### config.mk
export PLATFORM = sky130hd
export DESIGN_NAME = uc_alu_shifter
export DESIGN_NICKNAME = d
export VERILOG_FILES = /design/src/rtl/ucalu_pkg.sv /design/src/rtl/ucalu_bext.sv /design/src/rtl/ucalu_core.sv /design/src/rtl/ucalu_shift.sv /design/src/rtl/uc_alu_shifter.sv
export SDC_FILE = /design/constraint.sdc
export NUM_CORES = 1
export LEC_CHECK = 0
export ABC_AREA = 1
export BUFFER_PORTS_ARGS = -buffer_cell sky130_fd_sc_hd__buf_4
export CAP_MARGIN = 0
export CORE_MARGIN = 5
export CORE_UTILIZATION = 60
export DETAILED_ROUTE_END_ITERATION = 10
export PLACE_DENSITY = 0.86
export SYNTH_ARGS = -nofsm -noshare
export SYNTH_HDL_FRONTEND = slang
export SYNTH_HIERARCHICAL = 1
export SYNTH_SLANG_ARGS = --single-unit
### constraint.sdc
create_clock -name vclk -period 4
set_clock_uncertainty 0.1 [all_clocks]
set_input_delay 0.4 -clock vclk [all_inputs]
set_output_delay 0.4 -clock vclk [all_outputs]
set_load 0.01 [all_outputs]
### src/rtl/ucalu_pkg.sv
package ucalu_pkg;

  typedef enum logic [1:0] {
    FN_AND  = 2'b00,
    FN_OR   = 2'b01,
    FN_NOTB = 2'b10,
    FN_ADD  = 2'b11
  } alu_fn_e;

  typedef enum logic [1:0] {
    BX_PASS = 2'b00,
    BX_SEXT = 2'b01,
    BX_ZEXT = 2'b10,
    BX_RSVD = 2'b11
  } bext_e;

  typedef enum logic [1:0] {
    SH_NONE = 2'b00,
    SH_SRA1 = 2'b01,
    SH_SLL  = 2'b10,
    SH_BAD  = 2'b11
  } shift_e;

  typedef struct packed {
    logic [1:0] fn;
    logic       ena;
    logic       enb;
    logic       inva;
    logic       cin;
  } alu_ctl_t;

endpackage

### src/rtl/ucalu_bext.sv
module ucalu_bext
  import ucalu_pkg::*;
#(
  parameter int WIDTH    = 32,
  parameter int EXT_BITS = 8
) (
  input  logic [WIDTH-1:0] raw,
  input  logic [1:0]       sel,
  output logic [WIDTH-1:0] b_out
);

  localparam int HI_BITS = WIDTH - EXT_BITS;

  logic [EXT_BITS-1:0] low_part;
  logic [HI_BITS-1:0]  hi_part;

  assign low_part = raw[EXT_BITS-1:0];
  assign hi_part  = raw[WIDTH-1:EXT_BITS];

  always_comb begin
    case (bext_e'(sel))
      BX_SEXT: b_out = {{HI_BITS{low_part[EXT_BITS-1]}}, low_part};
      BX_ZEXT: b_out = {{HI_BITS{1'b0}}, low_part};
      default: b_out = {hi_part, low_part};
    endcase
  end

endmodule

### src/rtl/ucalu_core.sv
module ucalu_core
  import ucalu_pkg::*;
#(
  parameter int WIDTH = 32
) (
  input  logic [WIDTH-1:0] a_src,
  input  logic [WIDTH-1:0] b_src,
  input  alu_ctl_t         ctl,
  output logic [WIDTH-1:0] result,
  output logic             neg,
  output logic             zero
);

  logic [WIDTH-1:0] a_gated;
  logic [WIDTH-1:0] a_op;
  logic [WIDTH-1:0] b_op;
  logic [WIDTH-1:0] sum;

  assign a_gated = ctl.ena ? a_src : '0;
  assign a_op    = ctl.inva ? ~a_gated : a_gated;
  assign b_op    = ctl.enb ? b_src : '0;
  assign sum     = a_op + b_op + WIDTH'(ctl.cin);

  always_comb begin
    case (alu_fn_e'(ctl.fn))
      FN_AND:  result = a_op & b_op;
      FN_OR:   result = a_op | b_op;
      FN_NOTB: result = ~b_op;
      default: result = sum;
    endcase
  end

  assign neg  = result[WIDTH-1];
  assign zero = (result == '0);

endmodule

### src/rtl/ucalu_shift.sv
module ucalu_shift
  import ucalu_pkg::*;
#(
  parameter int WIDTH   = 32,
  parameter int SHL_AMT = 8
) (
  input  logic [WIDTH-1:0] din,
  input  logic [1:0]       mode,
  output logic [WIDTH-1:0] dout
);

  logic [WIDTH-1:0] left_v;
  logic [WIDTH-1:0] right_v;

  assign left_v  = {din[WIDTH-1-SHL_AMT:0], {SHL_AMT{1'b0}}};
  assign right_v = {din[WIDTH-1], din[WIDTH-1:1]};

  always_comb begin
    case (shift_e'(mode))
      SH_SLL:  dout = left_v;
      SH_SRA1: dout = right_v;
      default: dout = din;
    endcase
  end

endmodule

### src/rtl/uc_alu_shifter.sv
module uc_alu_shifter
  import ucalu_pkg::*;
#(
  parameter int WIDTH    = 32,
  parameter int EXT_BITS = 8,
  parameter int SHL_AMT  = 8
) (
  input  logic [WIDTH-1:0] h_in,
  input  logic [WIDTH-1:0] b_raw,
  input  logic [1:0]       b_ext_sel,
  input  logic [5:0]       alu_ctl,
  input  logic [1:0]       shift_ctl,
  output logic [WIDTH-1:0] c_bus,
  output logic             n_flag,
  output logic             z_flag
);

  logic [WIDTH-1:0] b_cond;
  logic [WIDTH-1:0] alu_res;
  alu_ctl_t         ctl_s;

  assign ctl_s = alu_ctl_t'(alu_ctl);

  ucalu_bext #(.WIDTH(WIDTH), .EXT_BITS(EXT_BITS)) u_bext (
    .raw   (b_raw),
    .sel   (b_ext_sel),
    .b_out (b_cond)
  );

  ucalu_core #(.WIDTH(WIDTH)) u_core (
    .a_src  (h_in),
    .b_src  (b_cond),
    .ctl    (ctl_s),
    .result (alu_res),
    .neg    (n_flag),
    .zero   (z_flag)
  );

  ucalu_shift #(.WIDTH(WIDTH), .SHL_AMT(SHL_AMT)) u_shift (
    .din  (alu_res),
    .mode (shift_ctl),
    .dout (c_bus)
  );

endmodule

==> impl_results.md <==
- Number of search-and-repair iterations in the first detailed-routing pass: 6
- Layer with the highest usage: met2
- Met2 usage in global routing: 0.488
- Global-route met3 utilization: 0.0638
- Maximum resistive drop on vdd: 94.0 µV
- Via-to-Cell Ratio: 5.24
- Number of top-level pins: 108
- Hold-fix buffers at CTS: 0
- Total die area: 11400 µm²
- Floorplan row count: 35
- Maximum clock frequency: 262 MHz
- Crit. Startpoint: b_ext_sel[0]
- Total power consumption of the routed design: 1.09 mW
- Fin. max-slew vios: 0
- Commonest non-fill, non-tap cells in the layout: sky130_fd_sc_hd__nand2_1 (456), sky130_fd_sc_hd__inv_1 (231), sky130_fd_sc_hd__nand3_1 (122), sky130_fd_sc_hd__buf_4 (119), sky130_fd_sc_hd__ha_1 (67)
- Die height: 107 µm
- Capturing instance or port of the critical path: z_flag
- GR Util met1: 0.421
- Power Dens Cells: 171 nW/µm²
- Antenna violations before repair: 0
- Half-perimeter wire length of the detailed placement result: 15.0 mm
- Core footprint: 9200 µm²
- Most common cell after layout, fill and taps aside: sky130_fd_sc_hd__nand2_1
- Post-Synthesis Mean Instance Area: 4.96 µm²
- Synthesized instance count: 1137
- Overflow left after global routing: 0
- Worst-path maximum fanout: 24
- Die width: 107 µm
- Starting utilization of the core area: 0.614
- Crit path launch type: input port
- Sequential cell area fraction in the yosys report: 0
- Number of synthesis warnings: 6
- # diodes: 0
- Total global routing track utilization: 0.302
- Max-cap violations: 0
- Critical path data required time: 3.50 ns
- Number of hold-slack violations in the final timing report: 0
- Final routed wire length divided by cell count: 13.2 µm
- Share of post-route cells with drive strength above 1: 0.111
- Residual DRC: 0
- Worst hold-check path type: input port to primary output
- Number of buffers inserted by port buffering: 108
- Result of the run: complete, no violations
- Period utilisation layout: 0.954
- Post-layout util: 0.696
- Cell area after technology mapping: 5640 µm²
- Largest net degree at the start of global routing: 57
- Number of global-route vias before repair: 6236
- Post-layout nets: 1357
- DR iter-0 viols: 595
- Post-DRT Antenna Nets: 0
- Vias after detailed routing: 6921
- RSZ-0062 raised after global routing: yes
- Time the final worst path needs with I/O delays and setup: 3.82 ns
- Number of setup violations in the final report: 0
- Sequential cell count: 0
- Type of the worst setup path: input port to primary output
- Normalized max-slew margin: 0.438
- First-pass GRT wire length: 28.9 mm
- Leakage power total: 4.25 nW
- Synthesized Nets: 1281
- Detailed-route wire length: 17.4 mm
- Least-Margin Pin Slew: 0.843 ns
- Combined flip-flop and latch cell area: 0 µm²
- Crit. End Element: primary output
- Clock tree buffer count of the final layout: 0
- Library cells used by synthesis: 31
- Placer's final routability congestion estimate: 1.03
- Area growth syn-to-layout: 13.4%
- Endpoint arrival time on the critical path: 3.32 ns
## Yosys cell counts
cell | n | share of area
sky130_fd_sc_hd__ha_1 | 68 | 0.15
sky130_fd_sc_hd__nand3_2 | 1 | 0.0018
sky130_fd_sc_hd__nor2_2 | 1 | 0.0011
sky130_fd_sc_hd__buf_6 | 9 | 0.018
sky130_fd_sc_hd__inv_2 | 2 | 0.0013
sky130_fd_sc_hd__and3_1 | 3 | 0.0033
sky130_fd_sc_hd__nor2_1 | 58 | 0.039
sky130_fd_sc_hd__nand2_2 | 2 | 0.0022
sky130_fd_sc_hd__buf_2 | 12 | 0.011
sky130_fd_sc_hd__nand2_1 | 456 | 0.30
sky130_fd_sc_hd__o21bai_1 | 1 | 0.0013
sky130_fd_sc_hd__and2_1 | 4 | 0.0044
sky130_fd_sc_hd__o22ai_1 | 13 | 0.014
sky130_fd_sc_hd__fa_1 | 2 | 0.0071
sky130_fd_sc_hd__o211ai_1 | 3 | 0.0040
sky130_fd_sc_hd__clkbuf_1 | 5 | 0.0033
sky130_fd_sc_hd__a21oi_1 | 40 | 0.035
sky130_fd_sc_hd__nor3b_1 | 1 | 0.0013
sky130_fd_sc_hd__o221ai_1 | 11 | 0.017
sky130_fd_sc_hd__inv_1 | 231 | 0.15
sky130_fd_sc_hd__o21ai_1 | 1 | 0.00089
sky130_fd_sc_hd__nand4_1 | 7 | 0.0078
sky130_fd_sc_hd__nand3b_1 | 3 | 0.0040
sky130_fd_sc_hd__or2_2 | 2 | 0.0022
sky130_fd_sc_hd__xor2_1 | 32 | 0.050
sky130_fd_sc_hd__o2111ai_1 | 3 | 0.0047
sky130_fd_sc_hd__buf_4 | 22 | 0.029
sky130_fd_sc_hd__nand3_1 | 122 | 0.11
sky130_fd_sc_hd__o21ai_0 | 20 | 0.018
sky130_fd_sc_hd__nor3_1 | 1 | 0.00089
sky130_fd_sc_hd__a21oi_2 | 1 | 0.0016
## worst min-delay path by stage
stage	start	endpoint	cells past startpoint	slack, ns
2_1_floorplan	shift_ctl[1]	c_bus[27]	3	1.12
3_3_place_gp	b_raw[3]	c_bus[11]	7	1.39
3_5_place_dp	b_raw[3]	c_bus[11]	7	1.40
4_1_cts	b_raw[3]	c_bus[11]	7	1.40
5_1_grt	b_raw[3]	c_bus[11]	7	1.47
6_report	b_raw[3]	c_bus[11]	7	1.40
## critical path, cell delays in order
cell	delay, ns
sky130_fd_sc_hd__buf_4	0.11
sky130_fd_sc_hd__ha_1	0.32
sky130_fd_sc_hd__buf_12	0.17
sky130_fd_sc_hd__nand2_1	0.06
sky130_fd_sc_hd__nand2_1	0.05
sky130_fd_sc_hd__nand2_1	0.11
sky130_fd_sc_hd__inv_1	0.07
sky130_fd_sc_hd__ha_1	0.42
sky130_fd_sc_hd__nand2_1	0.14
sky130_fd_sc_hd__nor2_1	0.22
sky130_fd_sc_hd__nand2_1	0.12
sky130_fd_sc_hd__nor2_1	0.11
sky130_fd_sc_hd__nand2_1	0.09
sky130_fd_sc_hd__nand3_1	0.09
sky130_fd_sc_hd__nand2_1	0.05
sky130_fd_sc_hd__a21oi_1	0.30
sky130_fd_sc_hd__nand2_1	0.11
sky130_fd_sc_hd__nor2_1	0.10
sky130_fd_sc_hd__nand2_1	0.06
sky130_fd_sc_hd__nor2_1	0.10
sky130_fd_sc_hd__buf_4	0.13
## cell families (layout without fill, tap and decap cells)
| kind of cell | Yosys count | count (layout) | synth area share |
|---|---|---|---|
| simple gates | 661 | 661 | 0.479 |
| buf+inv | 281 | 355 | 0.216 |
| compound gates | 93 | 93 | 0.0971 |
| fa+ha+maj | 70 | 70 | 0.158 |
| xor+xnor | 32 | 32 | 0.0497 |
## stage by stage
stage | setup WS [ns] | cells | hold slack, ns | instance area, µm² | TNS, ns
after floorplan | 0.781 | 1137 | 1.12 | 5640 | 0
after global placement | 0.268 | 1322 | 1.39 | 6380 | 0
after detailed placement | 0.238 | 1322 | 1.40 | 6380 | 0
after CTS | 0.234 | 1322 | 1.40 | 6380 | 0
after global routing | -0.0585 | 1322 | 1.47 | 6400 | -0.125
final | 0.184 | 1322 | 1.40 | 6400 | 0
## layout make-up
cell class / count / area, µm²
Multi-Input combinational cell: 856 / 4440
Fill cell: 909 / 2800
Timing Repair Buffer: 122 / 945
Inverter: 233 / 875
Tap cell: 111 / 139
## routing by layer
layer	share of wire	vias to the layer above
li1	-	3615
met1	0.45	2950
met2	0.43	336
met3	0.11	20
met4	0.013	0
met5	0	-
## power by group
group	switching [mW]	internal, mW
Combinational	0.682	0.412
Clock	0	0
Sequential	0	0
Total	0.682	0.412
## timing repair
item / 4_1_cts / 5_1_grt
resized for setup: 0 / 5
setup buffers: 0 / 0
setup endpoints to repair: 0 / 4
Note: power is estimated with default switching activity, not from simulation.
